**src/rtl/eprom_prog_pkg.sv**
```systemverilog
package eprom_prog_pkg;
   localparam int unsigned REG_W     = 8;
   localparam int unsigned HI_ADDR_W = REG_W - 2;
   // control register bit positions
   localparam int unsigned B_SWAP  = 0;
   localparam int unsigned B_PULL  = 1;
   localparam int unsigned B_OE    = 2;
   localparam int unsigned B_SPARE = 3;
   localparam int unsigned B_A14   = 4;
   localparam int unsigned B_PGM   = 5;
   localparam int unsigned B_TRST  = 6;
   localparam int unsigned B_A4    = 7;
   // code field: {Z7,Z6}
   localparam logic [1:0] CODE_5V   = 2'b00;
   localparam logic [1:0] CODE_21V  = 2'b01;
   localparam logic [1:0] CODE_12V  = 2'b10;
   localparam logic [1:0] CODE_BAD  = 2'b11;

   typedef struct packed {
      logic gnd;
      logic v21;
      logic v12;
      logic v5;
   } rail_t;
endpackage

```
**src/rtl/prog_wr_decode.sv**
```systemverilog
module prog_wr_decode #(
   parameter int unsigned ADDR_W   = 16,
   parameter int unsigned CTL_ADDR = 'h1FE,
   parameter int unsigned HI_ADDR  = 'h1FB
) (
   input  logic              bus_sel,
   input  logic              bus_rw,
   input  logic [ADDR_W-1:0] bus_addr,
   output logic              wr_ctl,
   output logic              wr_hi
);
   localparam logic [ADDR_W-1:0] CTL_A = ADDR_W'(CTL_ADDR);
   localparam logic [ADDR_W-1:0] HI_A  = ADDR_W'(HI_ADDR);

   logic wr_cycle;

   always_comb begin
      wr_cycle = bus_sel && !bus_rw;
      wr_ctl   = wr_cycle && (bus_addr == CTL_A);
      wr_hi    = wr_cycle && (bus_addr == HI_A);
   end

   always_comb begin
      a_r3_single_target: assert (!(wr_ctl && wr_hi));
   end
endmodule

```
**src/rtl/prog_regs.sv**
```systemverilog
module prog_regs
   import eprom_prog_pkg::*;
(
   input  logic             clk,
   input  logic             rst_n,
   input  logic             wr_ctl,
   input  logic             wr_hi,
   input  logic [REG_W-1:0] wdata,
   output logic [REG_W-1:0] ctl_q,
   output logic [REG_W-1:0] hi_q
);
   logic [REG_W-1:0] ctl_r;
   logic [REG_W-1:0] hi_r = '0;

   always_ff @(posedge clk or negedge rst_n) begin
      if (!rst_n)      ctl_r <= '0;
      else if (wr_ctl) ctl_r <= wdata;
   end

   // no reset: code must survive a board reset
   always_ff @(posedge clk) begin
      if (wr_hi) hi_r <= wdata;
   end

   assign ctl_q = ctl_r;
   assign hi_q  = hi_r;

   a_r1_ctl_load: assert property (@(posedge clk) disable iff (!rst_n)
      wr_ctl |=> ctl_q == $past(wdata));
   a_r2_hi_load: assert property (@(posedge clk) disable iff (!rst_n)
      wr_hi |=> hi_q == $past(wdata));
   a_r3_ctl_hold: assert property (@(posedge clk) disable iff (!rst_n)
      !wr_ctl |=> $stable(ctl_q));
   a_r3_hi_hold: assert property (@(posedge clk) disable iff (!rst_n)
      !wr_hi |=> $stable(hi_q));
endmodule

```
**src/rtl/vpp_select.sv**
```systemverilog
module vpp_select
   import eprom_prog_pkg::*;
(
   input  logic       clk,
   input  logic       rst_n,
   input  logic       pull_req,
   input  logic       pgm,
   input  logic [1:0] code,
   output rail_t      rail,
   output logic       err
);
   rail_t rail_d;
   logic  err_d;

   always_comb begin
      rail_d = '0;
      err_d  = 1'b0;
      if (pull_req) begin
         rail_d.gnd = 1'b1;
      end else if (!pgm) begin
         rail_d.v5 = 1'b1;
      end else begin
         unique case (code)
            CODE_5V:  rail_d.v5  = 1'b1;
            CODE_12V: rail_d.v12 = 1'b1;
            CODE_21V: rail_d.v21 = 1'b1;
            default:  err_d      = 1'b1;
         endcase
      end
   end

   always_ff @(posedge clk or negedge rst_n) begin
      if (!rst_n) begin
         rail <= '{gnd: 1'b0, v21: 1'b0, v12: 1'b0, v5: 1'b1};
         err  <= 1'b0;
      end else begin
         rail <= rail_d;
         err  <= err_d;
      end
   end

   a_r9_one_driver: assert property (@(posedge clk) disable iff (!rst_n)
      $onehot0({rail.gnd, rail.v21, rail.v12, rail.v5}));
   a_r8_pull_wins: assert property (@(posedge clk) disable iff (!rst_n)
      pull_req |=> rail.gnd && !rail.v5 && !rail.v12 && !rail.v21 && !err);
   a_r5_idle_5v: assert property (@(posedge clk) disable iff (!rst_n)
      (!pull_req && !pgm) |=> rail.v5 && !err);
   a_r7_bad_code: assert property (@(posedge clk) disable iff (!rst_n)
      (!pull_req && pgm && code == CODE_BAD) |=>
         err && !rail.v5 && !rail.v12 && !rail.v21 && !rail.gnd);
   a_r7_err_only_bad: assert property (@(posedge clk) disable iff (!rst_n)
      !(pgm && !pull_req && code == CODE_BAD) |=> !err);
endmodule

```
**src/rtl/eprom_prog_ctrl.sv**
```systemverilog
module eprom_prog_ctrl
   import eprom_prog_pkg::*;
#(
   parameter int unsigned ADDR_W         = 16,
   parameter int unsigned CTL_ADDR       = 'h1FE,
   parameter int unsigned HI_ADDR        = 'h1FB,
   parameter bit          SEL_ACTIVE_LOW = 1'b1
) (
   input  logic                 clk,
   input  logic                 rst_n,
   input  logic                 bus_sel,
   input  logic                 bus_rw,
   input  logic [ADDR_W-1:0]    bus_addr,
   input  logic [REG_W-1:0]     bus_wdata,
   output logic                 map_swap,
   output logic                 vpp_pull_req,
   output logic                 tgt_oe,
   output logic                 spare_led,
   output logic                 tgt_a14,
   output logic                 pgm_en,
   output logic                 tgt_reset,
   output logic                 tgt_a4,
   output logic [HI_ADDR_W-1:0] tgt_addr_hi,
   output logic                 vpp5_sel,
   output logic                 vpp12_sel,
   output logic                 vpp21_sel,
   output logic                 vpp_gnd,
   output logic                 code_err
);
   localparam longint unsigned ADDR_SPAN = 64'd1 << ADDR_W;

   initial begin
      p_addr_w: assert (ADDR_W >= 9 && ADDR_W <= 32);
      p_ctl_fits: assert (64'(CTL_ADDR) < ADDR_SPAN);
      p_hi_fits: assert (64'(HI_ADDR) < ADDR_SPAN);
      p_distinct: assert (CTL_ADDR != HI_ADDR);
   end

   logic             wr_ctl, wr_hi;
   logic [REG_W-1:0] ctl_q, hi_q;
   rail_t            rail;
   logic             err;

   prog_wr_decode #(
      .ADDR_W   (ADDR_W),
      .CTL_ADDR (CTL_ADDR),
      .HI_ADDR  (HI_ADDR)
   ) u_dec (
      .bus_sel  (bus_sel),
      .bus_rw   (bus_rw),
      .bus_addr (bus_addr),
      .wr_ctl   (wr_ctl),
      .wr_hi    (wr_hi)
   );

   prog_regs u_regs (
      .clk    (clk),
      .rst_n  (rst_n),
      .wr_ctl (wr_ctl),
      .wr_hi  (wr_hi),
      .wdata  (bus_wdata),
      .ctl_q  (ctl_q),
      .hi_q   (hi_q)
   );

   vpp_select u_sel (
      .clk      (clk),
      .rst_n    (rst_n),
      .pull_req (ctl_q[B_PULL]),
      .pgm      (ctl_q[B_PGM]),
      .code     (hi_q[REG_W-1 -: 2]),
      .rail     (rail),
      .err      (err)
   );

   assign map_swap     = ctl_q[B_SWAP];
   assign vpp_pull_req = ctl_q[B_PULL];
   assign tgt_oe       = ctl_q[B_OE];
   assign spare_led    = ctl_q[B_SPARE];
   assign tgt_a14      = ctl_q[B_A14];
   assign pgm_en       = ctl_q[B_PGM];
   assign tgt_reset    = ctl_q[B_TRST];
   assign tgt_a4       = ctl_q[B_A4];
   assign tgt_addr_hi  = hi_q[HI_ADDR_W-1:0];
   assign vpp_gnd      = rail.gnd;
   assign code_err     = err;

   generate
      if (SEL_ACTIVE_LOW) begin : g_sel_low
         assign vpp5_sel  = ~rail.v5;
         assign vpp12_sel = ~rail.v12;
         assign vpp21_sel = ~rail.v21;
      end else begin : g_sel_high
         assign vpp5_sel  = rail.v5;
         assign vpp12_sel = rail.v12;
         assign vpp21_sel = rail.v21;
      end
   endgenerate

   a_r4_reset_clears: assert property (@(posedge clk) disable iff (!rst_n)
      $rose(rst_n) |-> ctl_q == '0);
   a_r8_gnd_excl: assert property (@(posedge clk) disable iff (!rst_n)
      vpp_gnd |-> !code_err && !rail.v5 && !rail.v12 && !rail.v21);
endmodule

```
**config.mk**
```make
export PLATFORM = sky130hd
export DESIGN_NAME = eprom_prog_ctrl
export DESIGN_NICKNAME = d
export VERILOG_FILES = /design/src/rtl/eprom_prog_pkg.sv /design/src/rtl/prog_wr_decode.sv /design/src/rtl/prog_regs.sv /design/src/rtl/vpp_select.sv /design/src/rtl/eprom_prog_ctrl.sv
export SDC_FILE = /design/constraint.sdc
export NUM_CORES = 1
export LEC_CHECK = 0
export BUFFER_PORTS_ARGS = -buffer_cell sky130_fd_sc_hd__buf_2
export CORE_ASPECT_RATIO = 1.25
export CORE_MARGIN = 3
export CORE_UTILIZATION = 45
export DETAILED_ROUTE_END_ITERATION = 10
export HOLD_SLACK_MARGIN = 0.03
export PLACE_DENSITY = 0.81
export RECOVER_POWER = 50
export SLEW_MARGIN = 20
export SYNTH_ARGS = -nofsm -noshare
export SYNTH_HDL_FRONTEND = slang
export SYNTH_SLANG_ARGS = --single-unit
```
**constraint.sdc**
```tcl
create_clock -name clk -period 1.3 [get_ports clk]
set_input_delay 0.26 -clock clk [delete_from_list [all_inputs] [get_ports clk]]
set_output_delay 0.26 -clock clk [all_outputs]
set_load 0.01 [all_outputs]
```
==> summary by stage, run 1 <==
Run status
The flow ran to the end, and the final reports show no timing, DRC or antenna violations.

Flow run
The count of maximum capacitance violations is 0.

Logic synthesis
In the synthesized netlist, the number of instances is 54. The async set-or-reset flop fraction in the synthesized netlist is 61.9%. The net count of the mapped netlist is 82.

After synthesis, the cell types taking the most area are dfrtp_1 (35%), edfxtp_1 (28%), mux2_2 (11%). The top flip-flop cell by instance count after synthesis is dfrtp_1. Summing the areas of all and, or, nand and nor instances in the mapped netlist gives 15.0% of the synthesized area.

The mapped cell area is 848 sq um. The synthesized design spends more area on one cell type than any other, namely dfrtp_1. In the synthesized netlist, the cells that appear most often are dfrtp_1 (12), edfxtp_1 (8), mux2_2 (8). The top-area cell type share of the netlist area is 35.4%. By instance count, the leading cell after synthesis is dfrtp_1. The area share of fa/ha/maj cells after synthesis is 0%. Synthesis instantiated 18 different standard cells from the library.

For this run, the number of Yosys warnings is 0. After synthesis, the mean cell area works out to 15.7 sq um. Of the total synthesized cell area, the portion taken by XOR and XNOR cells is 0%. The main combinational cell family by area after synthesis is simple AND/OR/NAND/NOR gates. The flop and latch count out of synthesis is 21. The synthesized netlist devotes 0.885% of its cell area to compound gates. The number of enable-type register cells in the synthesized netlist is 8.

After synthesis, flip-flops and latches occupy 66.8% of the total area. Multiplexer cells account for 10.6% of the synthesized area.

Power
Combinational logic is responsible for 6.4% of the overall power. The clock network fraction of design power is 27.9%. The switching power is 207 uW. IR analysis of the VDD net gives a maximum drop of 539 uV. The share of total power consumed by net switching is 19.8%. Of the total power, registers draw 65.8%. The cell area power density is 919 mW/mm^2. The standby leakage power is 0.000578 uW. Internal power comes to 838 uW.

Timing
The maximum clock frequency is 809 MHz. The final setup skew is 0.00880 ns. The final critical-path share of the clock period is 95.1%.

The normalized max-slew margin is 52.9%. For the pin with the worst max-slew slack, the measured transition is 0.707 ns. The final-report max-slew violation count is 0. The worst setup slack after layout is 0.0643 ns. Setup repair after global routing left no endpoint under its margin.

The clock period minus worst slack is 1.24 ns. The final-report hold violation count is 0. Final hold analysis gives a worst-case slack of 0.158 ns. The total of endpoints with negative setup slack in the final report is 0.

Setup path
The worst setup path is captured at an output pin. The required time of the critical path is 1.04 ns. The critical path contains buffers and inverters numbering 2 combined. For this run, the slowest stage of the critical path takes 0.53 ns.

The worst register-to-register path has a depth of 2. Grouping stages by cell kind, the critical path spends the most delay in flip-flops. The largest fanout of any net on the critical path is 1. The origin of the critical flop-to-flop path is u_regs.ctl_q[5]. On the critical path, the stage with the largest delay is an instance of dfstp_2. The startpoint type of the worst setup path is a flop. STA puts the critical path data arrival time at 0.98 ns. The worst setup path is of the reg -> out kind. Traced cell by cell, the critical path runs through inv_1 -> buf_2. Setup slack on the worst reg-to-reg path comes out at 0.45 ns. In this run the critical register-to-register path is captured at u_sel.err.

Placed design
The number of port buffers is 46. The worst slack at placement is -0.196 ns. The number of placed instances, taps included, is 116. The final estimated routing congestion in global placement is 0.687. After detailed placement, the total cell area comes to 0.00111 sq mm. The post-DP HPWL is 1300 microns.

Clocking
The clock tree from TritonCTS is done. In this run, CTS created clock tree buffers numbering 3. CTS saw 21 sinks. In this run the number of H-tree levels came out at 1. After clock tree synthesis, the clock-pin slew on the worst setup and hold paths is 0.11 ns. The number of gates resized after CTS was 0. Clock latency on the worst-skew pair, taken at its later pin, is 0.29 ns.

The clock passes through at most 2 buffers. In this run the clock root is driven by a clkbuf_4.

Layout
The final core utilization is 68.4%. 0 antenna diodes ended up in the layout. At the end of the flow, the number of nets in the layout was 132. Relative to the synthesized area, the layout overhead comes to 34.1%. The number of non-filler instances in the completed layout is 121. Cells with a size suffix above 1 make up 56.3% of the layout. The post-layout instance area is 0.00114 sq mm.

Worst hold path
The worst hold path belongs to the class in -> reg. The worst hold path terminates at u_regs.hi_q[2]. Along the worst hold path, the cell count comes to 1. The worst hold path begins at bus_wdata[2].

Floorplan
Row generation in the floorplan step produced 16 rows. The width of the die is 44.8 microns. The number of top-level pins is 47.

The floorplan die area is 0.00245 sq mm. The starting utilization of the core area is 51.1%. The placeable core region is 0.00166 sq mm. The die outline height is 54.5 microns.

Routing
For this block, the via count after detailed routing is 595. The count of nets left with antenna violations after detail routing is 0. The initial detailed-routing violation count is 1.

The post-detailed-route DRC marker count is 0. Dividing the detail-routed wire length by the instance count gives 12.6 microns. The detailed-router iteration count before antenna repair is 2.

The routed design has 1530 microns of wire. The average vias per placed instance is 4.92.

GRT
The total overflow left after global routing is 0. The maximum number of pins on one net before global-route repair is 14. The wire length of the first global-routing pass is 2450 microns. The global routing stage identified its most utilized layer as met2. For met1 alone, demand over resource in global routing was 14.4%.

Global routing used 27.5% of the available met2 tracks. The via count of the first global-routing pass is 609. The global routing usage summed across all routing layers is 14.2%. The number of antenna violations at the first check in global routing is 0. The routing usage on met3 is 2.30%.
==> kinds of logic (layout without fill, tap and decap cells) <==
logic type | count (synthesis) | after routing
AOI/OAI and AO/OA | 1 | 1
muxes | 8 | 8
and+or+nand+nor | 15 | 15
buffers and inverters | 9 | 58
DFF | 21 | 21
==> routing by layer <==
metal	routed length, microns	share of wire [%]
met1	512	33
met2	829	54
met3	168	11
met4	20	1.3
met5	0	0
==> through the flow <==
stage | power [uW] | setup TNS, ns
after global placement | 767 | -2.02
after floorplan | 712 | -1.01
final | 1050 | 0
after detailed placement | 770 | -2.89
after CTS | 1060 | 0
after global routing | 1100 | 0
==> final cells by class <==
class	instances	area (sq um)
Timing Repair Buffer	51	270
Fill cell	136	524
Multi-Input combinational cell	24	239
Inverter	3	11.3
Clock buffer	3	22.5
Clock inverter	1	5.00
Sequential cell	21	567
Tap cell	18	22.5
==> timing repair <==
action                    in CTS  in global routing
buffers inserted               0                  0
hold buffers                   1                  0
hold endpoints to repair      12                  0
==> worst reg2reg max path, stage by stage, from the launching register on <==
cell and delay [ns]:
dfrtp_1 0.41, nor2b_1 0.16, and3_1 0.18
==> power by group through the flow <==
| stage | logic, uW | clock network, uW | registers [uW] |
|---|---|---|---|
| floorplan | 10.2 | 0 | 702 |
| global placement | 65.7 | 0 | 701 |
| detailed placement | 68.3 | 0 | 701 |
| CTS | 70.5 | 307 | 688 |
| global route | 75.3 | 332 | 688 |
| finish | 66.4 | 291 | 688 |
==> layout by cell type, fill, tap and decap left out, drive strengths merged, types with 2 or more instances in the layout <==
| cell | n |
|---|---|
| nor2b | 2 |
| mux2 | 8 |
| buf | 41 |
| nand4b | 2 |
| dfrtp | 12 |
| nor2 | 3 |
| inv | 3 |
| clkbuf | 12 |
| edfxtp | 8 |
==> state kept, by name, indices dropped and copies added, names as in the netlist <==
name and count:
u_regs.ctl_q 8, u_sel.err 1, u_regs.hi_q 8, u_sel.rail 4
==> worst max-delay path by stage <==
stage | from | end | slack, ns | cells after the start
after floorplan | bus_addr[10] | u_regs.hi_q[0] | -0.13 | 3
after global placement | bus_addr[10] | u_regs.hi_q[5] | -0.14 | 5
after detailed placement | bus_addr[10] | u_regs.hi_q[7] | -0.20 | 5
after CTS | u_sel.rail[0] | vpp5_sel | 0.05 | 2
after global routing | u_sel.rail[0] | vpp5_sel | 0.03 | 2
final | u_sel.rail[0] | vpp5_sel | 0.06 | 2
Power figures use the tool's default switching activity.
==> run 2: changes to the inputs <==
Settings changed: RECOVER_POWER 50 to 100.
==> run 2 against run 1 <==
  * Non-clock buffer count unchanged
  * Via count unchanged
  * Highest routed layer unchanged
  * Die area unchanged
  * Total power shrank 0.38%
  * First-iteration DRC count unchanged
  * Combinational power shrank 5.6%
  * Core utilization decreased by 1.9 points
  * Largest cell class unchanged
  * Critical path type unchanged
  * Critical path depth did not move
  * Global-route usage is the same
  * Clock-buffer cell count did not move
==> summary by stage, run 2 (synthesis gave the netlist of run 1 again) <==
Power
The worst IR drop on VDD was 538 uV (-0.14%). The standby leakage power was 0.000519 uW (-10%). The final total power is 1040 uW (-0.38%). The cell area power density was 941 mW/mm^2 (+2.4%).

Timing
The final-report max-slew violation count is 0 (unchanged). The normalized max-slew margin came to 52.8% (-0.071 points). The final-report hold violation count is 0 (unchanged).

Setup repair after global routing left no endpoint under its margin. The maximum clock frequency is 815 MHz (+0.71%). The final critical-path share of the clock period came to 94.4% (-0.67 points). The slew at the pin closest to its max-slew limit is 0.708 ns (+0.00107 ns). The final setup skew is 0.00847 ns (-0.000333 ns).

The total of endpoints with negative setup slack in the final report came to 0 (unchanged). The clock period minus worst slack is 1.23 ns (-0.00873 ns). The total negative slack was 0 ns (unchanged).

Layout
The library cell used most frequently in the layout, excluding fill and tap cells, is clkbuf_1. The fraction of layout cells with a size suffix above 1 is 40.8% (-16 points). The final net count is 132 (unchanged). The number of non-filler instances in the completed layout is 121 (unchanged). The post-layout instance area is 0.00111 sq mm (-2.8%).

In the layout the commonest cells are clkbuf_1 (25), buf_2 (21), dfrtp_1 (12). The final antenna diode count is 0 (unchanged). Compared with the post-synthesis result, the final layout area differs by 30.4%. The final core utilization is 66.6% (-1.9 points).

Setup path
The largest fanout of any net on the critical path came to 1 (unchanged). The startpoint type of the worst setup path is a flop. The timing startpoint of the critical path is u_sel.rail[0]. The worst setup path is of the reg -> out kind. The worst setup path is captured at an output pin. The data arrival time of the critical path was 0.97 ns (about the same). The required time of the critical path is 1.04 ns (about the same). In this run the critical register-to-register path is launched from u_regs.ctl_q[5].

Clocking
The worst-case clock buffer depth came to 2 (unchanged). The TritonCTS buffer count is 3 (unchanged). The H-tree depth is 1 (unchanged).

TritonCTS built the clock tree. The number of clock sinks is 21 (unchanged). The post-CTS resize count is 0 (unchanged). The total setup buffers inserted after CTS is 0 (unchanged). The clock latency at the later pin of the worst-skew pair came to 0.29 ns (about the same). The clock-pin slew on the worst setup and hold paths is 0.11 ns (about the same).

The number of buffers inserted for hold repair after clock tree synthesis is 1 (unchanged). In this run the clock root is driven by a clkbuf_4.

GRT
The overflow left after global routing is 0 (unchanged). The number of antenna violations at the first check in global routing is 0 (unchanged). The via count of the first global-routing pass is 609 (unchanged). The wire length of the first global-routing pass came to 2450 microns (unchanged). The maximum number of pins on one net before global-route repair is 14 (unchanged). The global routing usage summed across all routing layers is 14.2% (unchanged).

Placed design
The post-detailed-placement cell area is 0.00111 sq mm (unchanged). The final estimated routing congestion in global placement was 0.687 (unchanged). The number of port buffers came to 46 (unchanged). The post-DP HPWL came to 1300 microns (unchanged).

The total instance count after detailed placement is 116 (unchanged).

Run status
The run finished with clean final reports.

Floorplan
The row count is 16 (unchanged). The number of top-level pins is 47 (unchanged). The starting utilization of the core area is 51.1% (unchanged). The placeable core region came to 0.00166 sq mm (unchanged). The width of the die is 44.8 microns (unchanged). The die outline height came to 54.5 microns (unchanged). The floorplan die area is 0.00245 sq mm (unchanged).

Routing
The post-detailed-route DRC marker count was 0 (unchanged). The average detailed-routed wire length per instance is 12.8 microns (+1.0%). The number of vias in the routed layout is 595 (unchanged). The initial detailed-routing violation count was 1 (unchanged). The routed wire length is 1550 microns (+1.0%). The count of nets left with antenna violations after detail routing is 0 (unchanged). The average vias per placed instance is 4.92 (unchanged). The detailed-router iteration count before antenna repair is 2 (unchanged).

Worst hold path
The startpoint identified for the worst hold timing path is bus_wdata[2]. The min-delay analysis places its worst path in the category in -> reg.

Flow run
The count of maximum capacitance violations is 0 (unchanged).
[run 2: cell count changes in the layout (fill, tap and decap cells not counted)]
cell      previous run  this run
nor4_4               1         0
buf_2               36        21
buf_4                3         2
nor4_2               0         1
clkbuf_1             9        25
[run 2: area by class of cell]
cell class / count / area [sq um]
Clock inverter: 1 / 5.00
Fill cell: 146 / 556
Tap cell: 18 / 22.5
Timing Repair Buffer: 51 / 248
Sequential cell: 21 / 567
Multi-Input combinational cell: 24 / 230
Clock buffer: 3 / 22.5
Inverter: 3 / 11.3
[run 2: worst max-delay path, cell delays in order (launching register included)]
cell,delay (ns)
dfstp_2,0.53
inv_1,0.03
clkbuf_1,0.11
[run 2: worst paths after layout]
kind	endpoint	slack, ns	cells after the start
max	vpp5_sel	0.07	2
min	u_regs.hi_q[2]	0.16	1
max reg2reg	u_sel.err	0.45	2
min reg2reg	u_sel.rail[0]	0.46	1
max in group asynchronous	u_regs.ctl_q[4]	0.34	2
min in group asynchronous	u_regs.ctl_q[5]	0.51	2
[run 2: routing by layer]
metal | vias to the layer above | track usage (%) | wire [microns]
met2 | 37 | 27.5 | 830
met1 | 269 | 14.4 | 521
met4 | 0 | 7.32 | 20
met3 | 2 | 2.30 | 174
met5 | - | 0 | 0
li1 | 287 | - | -
[run 2: report_power, final]
part	internal [uW]	switching, uW	leakage [uW]
logic	35.1	27.7	0.000251
registers	688	0.0329	0.000250
clock network	114	177	0.0000177
[run 2: through the flow]
step                      worst slack [ns]  hold slack (ns)
after floorplan                     -0.126          -0.0356
after global placement              -0.144            0.157
after detailed placement            -0.196            0.161
after CTS                           0.0513            0.144
after global routing                0.0304            0.141
final                               0.0730            0.158
==> run 3: changes to the inputs <==
Settings changed: CORE_UTILIZATION 45 to 40, PLACE_DENSITY 0.81 to 0.73.
==> run 3 against run 2 <==
  * Via count fell by 0.34%
  * First-iteration DRC count did not move
  * Flip-flop and latch count did not move
  * Largest cell class unchanged
  * Wire length fell by 7.1%
  * Combinational power rose by 5.4%
  * Total power rose by 0.15%
  * Core utilization fell by 11 points
  * Clock power barely moved
==> summary by stage, run 3 (synthesis gave the netlist of run 1 again) <==
Timing
The final-report hold violation count is 0 (unchanged). The final critical-path share of the clock period came to 93.9% (-0.49 points). The maximum clock frequency is 819 MHz (+0.52%).

The slew at the pin closest to its max-slew limit is 0.679 ns (-0.0294 ns). The total negative slack is 0 ns (unchanged). The normalized max-slew margin is 54.8% (+2.0 points). Setup repair after global routing left no endpoint under its margin. The final-report max-slew violation count is 0 (unchanged). The final setup skew is 0.00307 ns (-0.00540 ns). The worst setup slack after layout is 0.0794 ns (+0.00637 ns). The clock period minus worst slack came to 1.22 ns (-0.00637 ns).

The total of endpoints with negative setup slack in the final report came to 0 (unchanged).

Setup path
Grouping stages by cell kind, the critical path spends the most delay in simple AND/OR/NAND/NOR gates. The class of the most critical setup path is in -> reg. STA classifies the critical path startpoint as an input pin. The origin of the critical flop-to-flop path is u_regs.ctl_q[5]. The worst setup path is captured at a flop. The required time of the critical path is 1.29 ns (+0.25 ns).

The register-to-register path setup slack is 0.45 ns (about the same). The data arrival time of the critical path is 1.21 ns (+0.24 ns). The most critical setup path has its endpoint at u_regs.hi_q[5]. The slowest stage of the critical path is the nor4_4 cell. The worst path buffer plus inverter count is 2 (unchanged). The cell depth of the worst setup path is 5 (+3). The reg-to-reg endpoint is u_sel.err. The largest fanout of any net on the critical path is 8 (+7).

In this run the worst setup path begins at bus_addr[10]. The signal on the critical path passes through clkbuf_1 -> nor4_4 -> nand3_1 -> nor3b_4 -> clkbuf_2. The number of cells on the worst reg-to-reg path came to 2 (unchanged). The worst stage delay on the critical path is 0.29 ns (-0.24 ns).

Layout
The number of non-filler instances in the completed layout is 123 (+1.7%). The area taken by multi-input logic gates is 239 sq um (+3.8%). The fraction of layout cells with a size suffix above 1 was 40.8% (unchanged). Leaving out fill and tap cells, the most frequent cells in the layout are clkbuf_1 (26), buf_2 (20), dfrtp_1 (12). The number of fillers in the final layout is 182 (+25%).

The final core utilization is 55.1% (-11 points). Compared with the post-synthesis result, the final layout area differs by 30.2%. Leaving out fill and tap cells, the most frequent cell in the layout is clkbuf_1.

The final antenna diode count was 0 (unchanged). The final net count was 132 (unchanged). The register area was 567 sq um (unchanged).

GRT
The wire length of the first global-routing pass is 2290 microns (-6.5%). The global routing usage summed across all routing layers is 11.4% (-2.9 points). The overflow left after global routing is 0 (unchanged). The number of antenna violations at the first check in global routing is 0 (unchanged). The maximum number of pins on one net before global-route repair is 14 (unchanged).

The via count of the first global-routing pass was 605 (-0.66%).

Power
The clock network fraction of design power is 27.7% (-0.2 points). The share of total power in combinational logic came to 6.3% (+0.3 points). The worst IR drop on VDD is 568 uV (+5.5%). The switching power is 200 uW (-2.1%). The share of total power consumed by net switching is 19.2% (-0.43 points). The standby leakage power is 0.000519 uW (about the same).

The final total power is 1040 uW (+0.15%). The cell area power density was 944 mW/mm^2 (+0.26%). The internal power came to 843 uW (+0.69%). The sequential fraction of design power is 65.9% (about the same).

Routing
The number of vias in the routed layout came to 593 (-0.34%). The routed wire length is 1440 microns (-7.1%). The count of nets left with antenna violations after detail routing was 0 (unchanged).

The detailed-router iteration count before antenna repair is 2 (unchanged). The average detailed-routed wire length per instance is 11.7 microns (-8.6%). The post-detailed-route DRC marker count is 0 (unchanged).

The average vias per placed instance is 4.82 (-2.0%). The initial detailed-routing violation count is 1 (unchanged).

Placed design
The number of port buffers is 46 (unchanged). The post-DP HPWL came to 1230 microns (-5.5%). The total instance count after detailed placement is 118 (+1.7%).

The final estimated routing congestion in global placement is 0.647 (-5.9%). The worst slack at placement is -0.191 ns (+0.00535 ns).

Floorplan
The number of top-level pins is 47 (unchanged). The floorplan die area was 0.00271 sq mm (+11%). The width of the die was 47.2 microns (+5.3%). The placeable core region came to 0.00200 sq mm (+21%). The starting utilization of the core area is 42.3% (-8.7 points). The die outline height is 57.5 microns (+5.4%). The row count is 18 (+2).

Clocking
The clock tree from TritonCTS is done. The H-tree depth is 1 (unchanged). The TritonCTS buffer count is 3 (unchanged). The clock root buffer is clkbuf_4. The worst-case clock buffer depth is 2 (unchanged). The clock-pin slew on the worst setup and hold paths is 0.10 ns (about the same). The clock latency at the later pin of the worst-skew pair was 0.29 ns (about the same).

The number of clock sinks is 21 (unchanged).

Run status
The flow ran to the end, and the final reports show no timing, DRC or antenna violations.

Flow run
The count of maximum capacitance violations came to 0 (unchanged).

Worst hold path
The classification of the worst-slack hold path is in -> reg.
-- run 3: cell types whose count changed in the layout (fill, tap and decap cells not counted) --
cell,previous run,this run
clkbuf_2,0,2
buf_1,1,0
buf_12,1,0
buf_2,21,20
clkbuf_1,25,26
clkbuf_4,3,4
clkinv_2,1,0
nor4_2,1,0
nor4_4,0,1
-- run 3: timing repair --
item	in CTS	in global routing
endpoints found under the hold margin	12	0
setup buffers	0	0
setup endpoints to repair	0	0
hold buffers	1	0
gates resized for setup	0	0
-- run 3: per-stage QoR --
stage                     hold WS (ns)  cell area, sq um
after floorplan                -0.0356               862
after global placement           0.157              1110
after detailed placement         0.165              1110
after CTS                        0.148              1150
after global routing             0.148              1100
final                            0.159              1100
-- run 3: power by group through the flow --
stage / clock [uW] / combinational [uW] / sequential [uW]
floorplan: 0 / 10.2 / 702
global placement: 0 / 66.0 / 701
detailed placement: 0 / 68.9 / 701
CTS: 302 / 71.1 / 688
global route: 321 / 74.6 / 688
finish: 289 / 66.1 / 688
-- run 3: layer usage --
layer  up-vias  global-route usage, %  part of all wire [%]
met5         -                      0                     0
met4         0                   4.74                   1.0
met3         2                   1.26                   8.1
met2        32                   21.6                    55
met1       273                   11.7                    35
li1        286                      -                     -
-- run 3: cell type report --
cell class              count  area share [%]
inverters                   3            1.02
well taps                  20            2.27
multi-input cells          24            21.6
clock buffers               4            2.38
repair buffers             51            21.4
flip-flops and latches     21            51.3
-- run 3: worst min-delay path by stage --
stage / startpoint / to / slack, ns / cells after the start
finish: bus_wdata[3] / u_regs.hi_q[3] / 0.16 / 1
global placement: rst_n / u_regs.ctl_q[0] / 0.16 / 1
CTS: bus_wdata[3] / u_regs.hi_q[3] / 0.15 / 1
detailed placement: rst_n / u_regs.ctl_q[2] / 0.16 / 1
global route: bus_wdata[0] / u_regs.hi_q[0] / 0.15 / 1
floorplan: rst_n / u_regs.ctl_q[0] / -0.04 / 0
